## config.mk

```make
export PLATFORM = sky130hd
export DESIGN_NAME = vsync_softlock_gen
export DESIGN_NICKNAME = d
export VERILOG_FILES = /design/src/rtl/vsg_pkg.sv /design/src/rtl/vsg_sig_filter.sv /design/src/rtl/vsg_in_meter.sv /design/src/rtl/vsg_phase_ctl.sv /design/src/rtl/vsg_pulse_gen.sv /design/src/rtl/vsync_softlock_gen.sv
export SDC_FILE = /design/constraint.sdc
export NUM_CORES = 1
export LEC_CHECK = 0
export BUFFER_PORTS_ARGS = -buffer_cell sky130_fd_sc_hd__buf_4
export CORE_ASPECT_RATIO = 0.75
export CORE_UTILIZATION = 35
export DETAILED_ROUTE_END_ITERATION = 16
export GPL_TIMING_DRIVEN = 0
export PLACE_DENSITY = 0.54
export SLEW_MARGIN = 15
export SYNTH_ARGS = -nofsm -noshare
export SYNTH_HDL_FRONTEND = slang
export SYNTH_SLANG_ARGS = --single-unit
```

## constraint.sdc

```tcl
create_clock -name clk -period 11.7 [get_ports clk]
set_input_delay 0.585 -clock clk [delete_from_list [all_inputs] [get_ports clk]]
set_output_delay 0.585 -clock clk [all_outputs]
set_load 0.01 [all_outputs]
```

## src/rtl/vsg_pkg.sv

```systemverilog
package vsg_pkg;
  typedef enum logic [1:0] {
    ST_FREE  = 2'd0,
    ST_ALIGN = 2'd1,
    ST_LOCK  = 2'd2
  } vsg_state_e;
endpackage

```

## src/rtl/vsg_sig_filter.sv

```systemverilog
module vsg_sig_filter #(
  parameter int FILT_FIELDS = 3
) (
  input  logic clk,
  input  logic rst_n,
  input  logic field_stb,
  input  logic sig_present,
  output logic sig_ok
);
  localparam int CW = $clog2(FILT_FIELDS + 1);
  localparam logic [CW-1:0] LAST = CW'(FILT_FIELDS - 1);

  logic [CW-1:0] agree_cnt;

  always_ff @(posedge clk or negedge rst_n) begin
    if (!rst_n) begin
      sig_ok    <= 1'b1;
      agree_cnt <= '0;
    end else if (field_stb) begin
      if (sig_present != sig_ok) begin
        if (agree_cnt == LAST) begin
          sig_ok    <= sig_present;
          agree_cnt <= '0;
        end else begin
          agree_cnt <= agree_cnt + 1'b1;
        end
      end else begin
        agree_cnt <= '0;
      end
    end
  end

  // the filtered state only moves at a field start
  p_flip_at_field_r8: assert property (@(posedge clk) disable iff (!rst_n)
    (sig_ok != $past(sig_ok)) |-> $past(field_stb));
endmodule

```

## src/rtl/vsg_in_meter.sv

```systemverilog
module vsg_in_meter #(
  parameter int LINE_W = 11
) (
  input  logic              clk,
  input  logic              rst_n,
  input  logic              line_stb,
  input  logic              vsync_in,
  input  logic [LINE_W-1:0] lpf,
  input  logic [LINE_W-1:0] dly,
  output logic              match,
  output logic              tgt
);
  localparam logic [LINE_W-1:0] CNT_MAX = '1;

  logic [LINE_W-1:0] in_cnt;
  logic [LINE_W-1:0] dcnt;
  logic              seen;
  logic              pend;
  logic [LINE_W:0]   meas;

  assign meas = {1'b0, in_cnt} + 1'b1;

  always_ff @(posedge clk or negedge rst_n) begin
    if (!rst_n) begin
      in_cnt <= '0;
      seen   <= 1'b0;
      match  <= 1'b0;
    end else if (line_stb) begin
      if (vsync_in) begin
        in_cnt <= '0;
        seen   <= 1'b1;
        match  <= seen && (meas == {1'b0, lpf});
      end else if (in_cnt != CNT_MAX) begin
        in_cnt <= in_cnt + 1'b1;
      end
    end
  end

  always_ff @(posedge clk or negedge rst_n) begin
    if (!rst_n) begin
      dcnt <= '0;
      pend <= 1'b0;
    end else if (line_stb) begin
      if (vsync_in) begin
        dcnt <= dly;
        pend <= (dly != '0);
      end else if (pend) begin
        dcnt <= dcnt - 1'b1;
        if (dcnt == LINE_W'(1)) pend <= 1'b0;
      end
    end
  end

  assign tgt = line_stb &&
               ((vsync_in && dly == '0) ||
                (!vsync_in && pend && dcnt == LINE_W'(1)));

  // a length match is only ever declared on an incoming strobe
  p_match_on_strobe_r6: assert property (@(posedge clk) disable iff (!rst_n)
    $rose(match) |-> $past(line_stb && vsync_in));
endmodule

```

## src/rtl/vsg_phase_ctl.sv

```systemverilog
module vsg_phase_ctl
  import vsg_pkg::*;
#(
  parameter int LINE_W = 11
) (
  input  logic              clk,
  input  logic              rst_n,
  input  logic              line_stb,
  input  logic [LINE_W-1:0] lpf,
  input  logic              force_free,
  input  logic              tgt,
  input  logic              match,
  output logic [LINE_W-1:0] ph_next,
  output logic              locked
);
  vsg_state_e        st, st_next;
  logic [LINE_W-1:0] ph, ph_inc, ph_skip, half;

  assign half    = lpf >> 1;
  assign ph_inc  = (ph >= lpf - 1'b1) ? '0 : ph + 1'b1;
  assign ph_skip = (ph_inc >= lpf - 1'b1) ? '0 : ph_inc + 1'b1;

  always_comb begin
    ph_next = ph;
    st_next = st;
    if (line_stb) begin
      ph_next = ph_inc;
      unique case (st)
        ST_FREE: begin
          if (!force_free) st_next = ST_ALIGN;
        end
        ST_ALIGN: begin
          if (force_free) begin
            st_next = ST_FREE;
          end else if (tgt && match) begin
            if (ph_inc == '0)        st_next = ST_LOCK;
            else if (ph_inc <= half) ph_next = ph;
            else                     ph_next = ph_skip;
          end
        end
        ST_LOCK: begin
          if (force_free) st_next = ST_FREE;
          else if (tgt)   ph_next = '0;
        end
        default: st_next = ST_FREE;
      endcase
    end
  end

  always_ff @(posedge clk or negedge rst_n) begin
    if (!rst_n) begin
      ph <= '0;
      st <= ST_FREE;
    end else begin
      ph <= ph_next;
      st <= st_next;
    end
  end

  assign locked = (st == ST_LOCK);

  // lock is entered only with the phase sitting at zero
  p_lock_at_zero_r7: assert property (@(posedge clk) disable iff (!rst_n)
    $rose(locked) |-> (ph == '0));
  // an aligning line moves the phase by 0, 1 or 2 counts
  p_align_step_r5: assert property (@(posedge clk) disable iff (!rst_n)
    (line_stb && st == ST_ALIGN && !force_free) |=>
      (ph == $past(ph_inc) || ph == $past(ph) || ph == $past(ph_skip)));
  // forced freerun clears lock on the same line
  p_force_unlock_r9: assert property (@(posedge clk) disable iff (!rst_n)
    (line_stb && force_free) |=> !locked);
endmodule

```

## src/rtl/vsg_pulse_gen.sv

```systemverilog
module vsg_pulse_gen #(
  parameter int LINE_W = 11
) (
  input  logic              clk,
  input  logic              rst_n,
  input  logic              line_stb,
  input  logic [LINE_W-1:0] lpf,
  input  logic [LINE_W-1:0] ph_next,
  output logic              vs_act
);
  logic [LINE_W-1:0] half;
  logic              act_n;

  assign half  = lpf >> 1;
  assign act_n = (ph_next == '0) || (ph_next == LINE_W'(1)) ||
                 (ph_next == half) || (ph_next == half + 1'b1);

  always_ff @(posedge clk or negedge rst_n) begin
    if (!rst_n)        vs_act <= 1'b0;
    else if (line_stb) vs_act <= act_n;
  end

  // the pulse level is held between line strobes
  p_hold_between_r11: assert property (@(posedge clk) disable iff (!rst_n)
    !line_stb |=> $stable(vs_act));
endmodule

```

## src/rtl/vsync_softlock_gen.sv

```systemverilog
module vsync_softlock_gen #(
  parameter int LINE_W      = 11,
  parameter int FILT_FIELDS = 3
) (
  input  logic              clk,
  input  logic              rst_n,
  input  logic              line_stb,
  input  logic              vsync_in,
  input  logic              free_mode,
  input  logic [LINE_W-1:0] lines_per_field,
  input  logic [LINE_W-1:0] delay_lines,
  input  logic              out_pol_inv,
  input  logic              auto_h_en,
  input  logic              auto_v_en,
  input  logic              sig_present,
  output logic              vsync_out,
  output logic              h_free_force,
  output logic              locked
);
  logic              sig_ok, match, tgt, force_free, field_stb, vs_act;
  logic [LINE_W-1:0] ph_next;

  assign force_free   = free_mode | (auto_v_en & ~sig_ok);
  assign h_free_force = auto_h_en & ~sig_ok;
  assign field_stb    = line_stb && (ph_next == '0);
  assign vsync_out    = vs_act ^ out_pol_inv;

  vsg_in_meter #(.LINE_W(LINE_W)) u_meter (
    .clk(clk), .rst_n(rst_n), .line_stb(line_stb), .vsync_in(vsync_in),
    .lpf(lines_per_field), .dly(delay_lines), .match(match), .tgt(tgt));

  vsg_phase_ctl #(.LINE_W(LINE_W)) u_phase (
    .clk(clk), .rst_n(rst_n), .line_stb(line_stb), .lpf(lines_per_field),
    .force_free(force_free), .tgt(tgt), .match(match),
    .ph_next(ph_next), .locked(locked));

  vsg_pulse_gen #(.LINE_W(LINE_W)) u_pulse (
    .clk(clk), .rst_n(rst_n), .line_stb(line_stb), .lpf(lines_per_field),
    .ph_next(ph_next), .vs_act(vs_act));

  vsg_sig_filter #(.FILT_FIELDS(FILT_FIELDS)) u_filt (
    .clk(clk), .rst_n(rst_n), .field_stb(field_stb),
    .sig_present(sig_present), .sig_ok(sig_ok));
endmodule

```

Word-level counts from Yosys, hierarchy flattened
Index checks and enable logic that the tools add are counted.
- add/sub/neg operators: 8
- multipliers: 0
- div/mod/pow operators: 0
- $lt $le $gt $ge: 3
- equal/unequal tests: 14
- shift operators: 0
- multiplexer cells: 25
- bitwise operators: 5
- reductions and logical operators: 24
- operator list (cell ; number):
    $mux 11 ; 13
    $add 11x1->11 const B ; 3
    $logic_not 11->1 ; 3
    $eq 11x1->1 const B ; 2
    $ge 11x11->1 ; 2
    $pmux 11 s2 ; 1
    $sub 11x1->11 const B ; 2
    $mux 2 ; 7
    $add 11x1->12 const B ; 1
    $eq 12x11->1 ; 1
    $add 10x1->11 const B ; 1
    $eq 11x10->1 ; 1
    $eq 11x11->1 ; 1
    $le 11x10->1 ; 1
    $ne 11x11->1 const B ; 1
    $reduce_bool 11->1 ; 1
    $logic_and 1x1->1 ; 7
    $ne 3x1->1 const B ; 2
    $pmux 2 s3 ; 1
    $reduce_and 2->1 ; 3
    $reduce_and 5->1 ; 1
    $eq 2x2->1 const B ; 2
    $logic_or 1x1->1 ; 4
    $reduce_bool 2->1 ; 2
    other kinds (13) ; 16
- flip-flop bits (word level): 42
- latch bits: 0
- bits in writable memories: 0
- bits in read-only memories: 0
- input port bits: 31
- output and inout port bits: 3
- word-level logic and storage cells: 89
- memories kept: 0

Longest topological paths before layout
- word-level depth: 15
- mapped depth: 27

Cells and area by module
A second synthesis with hierarchy kept.
- cell total of the unflattened synthesis: 631
- area, all modules: 5006.1 µm²
- by module, submodules not included (module ; times used ; cells each ; area an instance (µm²) ; sequential area each (µm²)):
    vsg_phase_ctl ; 1 ; 330 ; 2519.9 ; 325.3
    vsg_in_meter ; 1 ; 219 ; 1836.8 ; 625.6
    vsg_pulse_gen ; 1 ; 62 ; 455.4 ; 25.0
    vsg_sig_filter ; 1 ; 12 ; 140.1 ; 76.3
    vsync_softlock_gen ; 1 ; 8 ; 53.8 ; 0.0

Least setup slack after synthesis
Ideal clock, no wire load.
- kind: input to register
- start point: input lines_per_field[6]
- end point: register u_pulse.vs_act
- setup time: 0.082 ns
- data arrival time: 6.123 ns
- required time: 11.618 ns
- slack: 5.495 ns
- stages on the path: 23
- path through: buf_2 or4_4 nor4_1 xnor2_1 ha_1 a21o_1 a2111oi_0 a221oi_2 o21a_4 buf_6 nor2_1 ha_1 a2111oi_0 o21ai_0 o32a_1 a211oi_2 a22oi_2 o211a_1 or4_1 nand4_1 a21oi_1 or4_1 a31oi_1
- cells in the longest elaborated chain, start to end: 15
- elaborated cells on any way between the ends: 24
- RTL lines (item ; RTL line ; text):
    start, declared ; vsync_softlock_gen.sv:10 ; input logic [LINE_W-1:0] lines_per_field,
    $sub 11x1->11 ; vsg_phase_ctl.sv:20, vsg_phase_ctl.sv:21 ;
    $ge 11x11->1 ; vsg_phase_ctl.sv:20 ; assign ph_inc = (ph >= lpf - 1'b1) ? '0 : ph + 1'b1;
    $mux 11 ; vsg_phase_ctl.sv:20 ;
    $add 11x1->11 / $ge 11x11->1 (equally long branches) ; vsg_phase_ctl.sv:21 ; assign ph_skip = (ph_inc >= lpf - 1'b1) ? '0 : ph_inc + 1'b1;
    $mux 11 ; vsg_phase_ctl.sv:21 ;
    $mux 11 ; vsg_phase_ctl.sv:37 ; else if (ph_inc <= half) ph_next = ph;
    $mux 11 ; vsg_phase_ctl.sv:36 ; if (ph_inc == '0) st_next = ST_LOCK;
    $mux 11 ; vsg_phase_ctl.sv:35 ; end else if (tgt && match) begin
    $mux 11 ; vsg_phase_ctl.sv:33 ; if (force_free) begin
    $pmux 11 s2 ; vsg_phase_ctl.sv:28 ; unique case (st)
    $mux 11 ; vsg_phase_ctl.sv:26 ; if (line_stb) begin
    $eq 11x1->1 / $logic_not 11->1 (equally long branches) ; vsg_pulse_gen.sv:15 ; assign act_n = (ph_next == '0) || (ph_next == LINE_W'(1)) ||
    $logic_or 1x1->1 (2 in a row) ; vsg_pulse_gen.sv:15 ;
    $logic_or 1x1->1 (*) ; vsg_pulse_gen.sv:16 ; (ph_next == half) || (ph_next == half + 1'b1);
    end signal, assigned ; vsg_pulse_gen.sv:20 ; else if (line_stb) vs_act <= act_n;
    end, declared ; vsg_pulse_gen.sv:9 ; output logic vs_act
Every way passes the cells marked *; elsewhere a longest branch is shown, timed or not.
A chain may end at the register's enable or synchronous reset.

Worst setup path in the final report
- start point: input lines_per_field[1]
- end point: register u_pulse.vs_act
- cells in the longest elaborated chain, start to end: 15
- elaborated cells on any way between the ends: 24
- RTL lines (item ; RTL line ; text):
    $sub 11x1->11 ; vsg_phase_ctl.sv:20, vsg_phase_ctl.sv:21 ;
    $ge 11x11->1 ; vsg_phase_ctl.sv:20 ;
    $mux 11 ; vsg_phase_ctl.sv:20 ;
    $add 11x1->11 / $ge 11x11->1 (equally long branches) ; vsg_phase_ctl.sv:21 ;
    $mux 11 ; vsg_phase_ctl.sv:21 ;
    $mux 11 ; vsg_phase_ctl.sv:37 ;
    $mux 11 ; vsg_phase_ctl.sv:36 ;
    $mux 11 ; vsg_phase_ctl.sv:35 ;
    $mux 11 ; vsg_phase_ctl.sv:33 ;
    $pmux 11 s2 (*) ; vsg_phase_ctl.sv:28 ;
    $mux 11 (*) ; vsg_phase_ctl.sv:26 ;
    named net ph_next[4] ; vsync_softlock_gen.sv:21 ; logic [LINE_W-1:0] ph_next;
    $eq 11x1->1 / $logic_not 11->1 (equally long branches) ; vsg_pulse_gen.sv:15 ;
    $logic_or 1x1->1 (2 in a row) ; vsg_pulse_gen.sv:15 ;
    $logic_or 1x1->1 (*) ; vsg_pulse_gen.sv:16 ;
The timed path passes the listed nets; every way through them passes the cells marked *.

==> flow_metrics.tcl <==
set metrics [dict create \
    result_of_the_run "complete, no violations" \
    ctsResizeCount 0 \
    timing.critical_path.from_type "primary input" \
    fmax_ghz 0.136 \
    drt_drc_violations_left 0 \
    hold_viol_final 0 \
    drt-wirelength-per-cell_um 19.5 \
    tns_ns 0 \
    std_cell_rows 37 \
    tritoncts.num_buffers 5 \
    sequentialPowerShare_pct 24.2 \
    min_path_type "in2async" \
    timing.max_slew.rel_slack_pct 31.6 \
    die_h_um 106 \
    fin_worst_hold_slack_ns 0.288 \
    area_growth_syn_to_layout_pct 10.9 \
    hpwl_mm 13.2 \
    drt.antenna.violating_nets 0 \
    total_nets_after_synthesis 732 \
    clkLatencyLatePin_ns 0.30 \
    h-tree-depth 2 \
    io_pins 34 \
    timing.final.setup_violations 0 \
    ys_dominant_reg_cell "sky130_fd_sc_hd__dfrtp_1" \
    crit_required_ns 11.92 \
    first_global_vias 4785 \
    vdd_drop_max_uv 68.2 \
    critical_path.slowest_cell "sky130_fd_sc_hd__a21oi_2" \
    timing.critical_path.to "u_pulse.vs_act$_DFFE_PN0P_" \
    cts.sink_count 42 \
    netlist-cell-type-count 77 \
    route.detailed.vias_per_inst 6.01 \
    antenna_violations_before_repair 0 \
    path_class "in2reg" \
    detailedRoute.firstPassIterationCount 5 \
    die_width_um 141 \
    finalWeightedCongestion 1.02 \
    vias 5195 \
    fp.coreArea_mm2 0.0139 \
    cellLeakagePower_uw 0.00227 \
    critical_path_arrival_ns 7.56 \
    comb_power_share_pct 57.4 \
    syn_area_mm2 0.00504 \
    startpoint "lines_per_field[1]" \
    reg2reg_to "u_pulse.vs_act$_DFFE_PN0P_" \
    rr_startpoint "u_phase.ph[0]$_DFF_PN0_" \
    finalClockSkew_ns 0.00453 \
    cts_setup_buffers 0 \
    synth_edf_count 0 \
    cap_viol_max_count 0 \
    clkPwrFrac_pct 18.4 \
    timing.reg2reg.worst_path_depth 22 \
    timing.critical_path.slowest_cell_delay_ns 0.54 \
    wirelength_mm 16.9 \
    cp_max_fo 10 \
    num-nets-final 763 \
    synth_warnings 0 \
    crit_top_cell "sky130_fd_sc_hd__ha_1" \
    antenna-diode-count 0 \
    fp.dieArea_mm2 0.0149 \
    period_minus_slack_ns 7.35 \
    post_route_cells_drive_above_1_share_pct 7.97 \
    cts.clk_slew.worst_paths_ns 0.06 \
    postCtsHoldBufs 0 \
    yosys.area.top_type_share_pct 20.3 \
    tritoncts "yes" \
    clock_root_buffer "sky130_fd_sc_hd__clkbuf_16" \
    synth_top_cells_by_area "sky130_fd_sc_hd__dfrtp_1 20%, sky130_fd_sc_hd__ha_1 11%, sky130_fd_sc_hd__xnor2_1 8.5%" \
    drt_iter0_drc 474 \
    pre_cts_slack_ns 4.34 \
    rsz0062_at_grt "false" \
    crit_path_setup_slack_layout_ns 4.35 \
    start_util_pct 36.3 \
    grt_util_all_layers_pct 23.4 \
    worstSetupEndpointType "register" \
    power.density_cell_area_mw_per_mm2 148 \
    yosysSeqAreaShare_pct 20.9 \
    synthArstFlopShare_pct 100 \
    globalRouteOverflowTotal 0 \
    switching_share_pct 48.2 \
    clk_path_buf_depth 2 \
    largest_net_degree_at_the_start_of_global_routing 43 \
    period_share_pct 62.8 \
    r2r_setup_slack_ns 4.82 \
    switchingPower_uw 398 \
    syn-instance-count 658 \
    synthDominantAreaCellType "sky130_fd_sc_hd__dfrtp_1" \
    port-buffer-count 24 \
    report.final.slew_viol_count 0 \
    cell_internal_pwr_uw 428 \
    worst-slew-pin-transition_ns 1.02 \
    ys_seq_elements 42 \
    syn_avg_cell_area_um2 7.66 \
    grt_first_pass_wirelength_mm 27.1 \
]
## power groups by stage
stage | logic (uW) | registers (uW) | clock network, uW
after floorplan | 332 | 190 | 0
after global placement | 455 | 201 | 0
after detailed placement | 460 | 201 | 0
after CTS | 463 | 199 | 155
after global routing | 524 | 203 | 161
final | 474 | 200 | 152
## routing by layer
layer  global-route usage (%)  wire length [um]
met2                     33.2              6580
met5                        0                 0
met4                     5.12               287
met3                     4.59              1310
met1                     35.9              8670
## stage by stage
step / total power [uW] / area (um^2) / utilization, % / std cells
2_1_floorplan: 522 / 5040 / - / 658
3_3_place_gp: 656 / 5440 / 39.2 / 857
3_5_place_dp: 661 / 5440 / 39.2 / 857
4_1_cts: 817 / 5590 / 40.3 / 865
5_1_grt: 888 / 5590 / 40.3 / 865
6_report: 826 / 5590 / 40.3 / 865
## cell usage in the layout, fill, tap and decap left out, types with 5 or more instances in the layout
| master | Yosys | final |
|---|---|---|
| sky130_fd_sc_hd__and3_1 | 17 | 17 |
| sky130_fd_sc_hd__dfrtp_1 | 41 | 41 |
| sky130_fd_sc_hd__a21oi_1 | 32 | 32 |
| sky130_fd_sc_hd__clkbuf_1 | 23 | 24 |
| sky130_fd_sc_hd__and2_1 | 7 | 7 |
| sky130_fd_sc_hd__nand3_1 | 25 | 25 |
| sky130_fd_sc_hd__nor4_1 | 15 | 15 |
| sky130_fd_sc_hd__nor4b_1 | 5 | 5 |
| sky130_fd_sc_hd__mux2i_1 | 5 | 5 |
| sky130_fd_sc_hd__inv_1 | 34 | 34 |
| sky130_fd_sc_hd__buf_4 | 0 | 24 |
| sky130_fd_sc_hd__o21ai_0 | 46 | 46 |
| sky130_fd_sc_hd__clkbuf_16 | 0 | 5 |
| sky130_fd_sc_hd__nor2_1 | 54 | 54 |
| sky130_fd_sc_hd__o211ai_1 | 6 | 6 |
| sky130_fd_sc_hd__xnor2_1 | 49 | 49 |
| sky130_fd_sc_hd__nand2b_1 | 14 | 14 |
| sky130_fd_sc_hd__nor3_1 | 16 | 16 |
| sky130_fd_sc_hd__nand2_1 | 63 | 63 |
| sky130_fd_sc_hd__a21o_1 | 7 | 7 |
| sky130_fd_sc_hd__a211oi_1 | 8 | 8 |
| sky130_fd_sc_hd__o22ai_1 | 13 | 13 |
| sky130_fd_sc_hd__nand4_1 | 16 | 16 |
| sky130_fd_sc_hd__xor2_1 | 10 | 10 |
| sky130_fd_sc_hd__ha_1 | 43 | 43 |
| sky130_fd_sc_hd__o31ai_1 | 7 | 7 |
| sky130_fd_sc_hd__a31oi_1 | 8 | 8 |
## layout make-up
class	count	area, um^2
inverters	35	131
well taps	175	219
clock buffers	7	143
repair buffers	24	180
flip-flops and latches	42	1050
plain buffers	31	135
clock inverters	1	8.76
fillers	1430	8300
multi-input cells	550	3720
## flip-flops by register name, indices dropped and copies added, names as in the netlist
signal            count
u_filt.agree_cnt      2
u_filt.sig_ok         1
u_meter.dcnt         11
u_meter.in_cnt       11
u_meter.match         1
u_meter.pend          1
u_meter.seen          1
u_phase.ph           11
u_phase.st            2
u_pulse.vs_act        1
## kinds of logic (layout without fill, tap and decap cells)
group,after synthesis,count (layout),synth area share (%)
xor gates and xnor gates,60,60,10.7
adders and majority gates,43,43,10.7
buffers and inverters,66,98,5.29
muxes,6,6,1.22
DFF,42,42,20.9
AOI/OAI and AO/OA,180,180,24.4
and+or+nand+nor,261,261,26.9
## worst min path at each step
stage / startpoint / endpoint / slack [ns] / cells after the start
3_5_place_dp: u_meter.seen$_DFFE_PN0P_ / u_meter.seen$_DFFE_PN0P_ / 0.46 / 1
6_report: rst_n / u_meter.dcnt[9]$_DFFE_PN0P_ / 0.29 / 1
5_1_grt: rst_n / u_meter.dcnt[7]$_DFFE_PN0P_ / 0.33 / 1
3_3_place_gp: u_meter.seen$_DFFE_PN0P_ / u_meter.seen$_DFFE_PN0P_ / 0.45 / 1
4_1_cts: rst_n / u_meter.dcnt[4]$_DFFE_PN0P_ / 0.32 / 1
2_1_floorplan: rst_n / u_filt.agree_cnt[0]$_DFFE_PN0P_ / 0.29 / 0
## cells in the mapped netlist, types with 15 or more instances
cell and count:
sky130_fd_sc_hd__nor3_1 16, sky130_fd_sc_hd__nand2_1 63, sky130_fd_sc_hd__dfrtp_1 41, sky130_fd_sc_hd__nor4_1 15, sky130_fd_sc_hd__o21ai_0 46, sky130_fd_sc_hd__nand4_1 16
sky130_fd_sc_hd__xnor2_1 49, sky130_fd_sc_hd__ha_1 43, sky130_fd_sc_hd__a21oi_1 32, sky130_fd_sc_hd__inv_1 34, sky130_fd_sc_hd__nand3_1 25, sky130_fd_sc_hd__clkbuf_1 23
sky130_fd_sc_hd__nor2_1 54, sky130_fd_sc_hd__and3_1 17
## worst max-delay path: cells and delay by family
kind / cells / cell delay [ns]
fa+ha+maj: 3 / 0.86
compound gates: 13 / 3.67
xor+xnor: 2 / 0.45
buf+inv: 3 / 0.65
simple gates: 6 / 1.36
No activity file was read; power rests on OpenSTA's default activity.
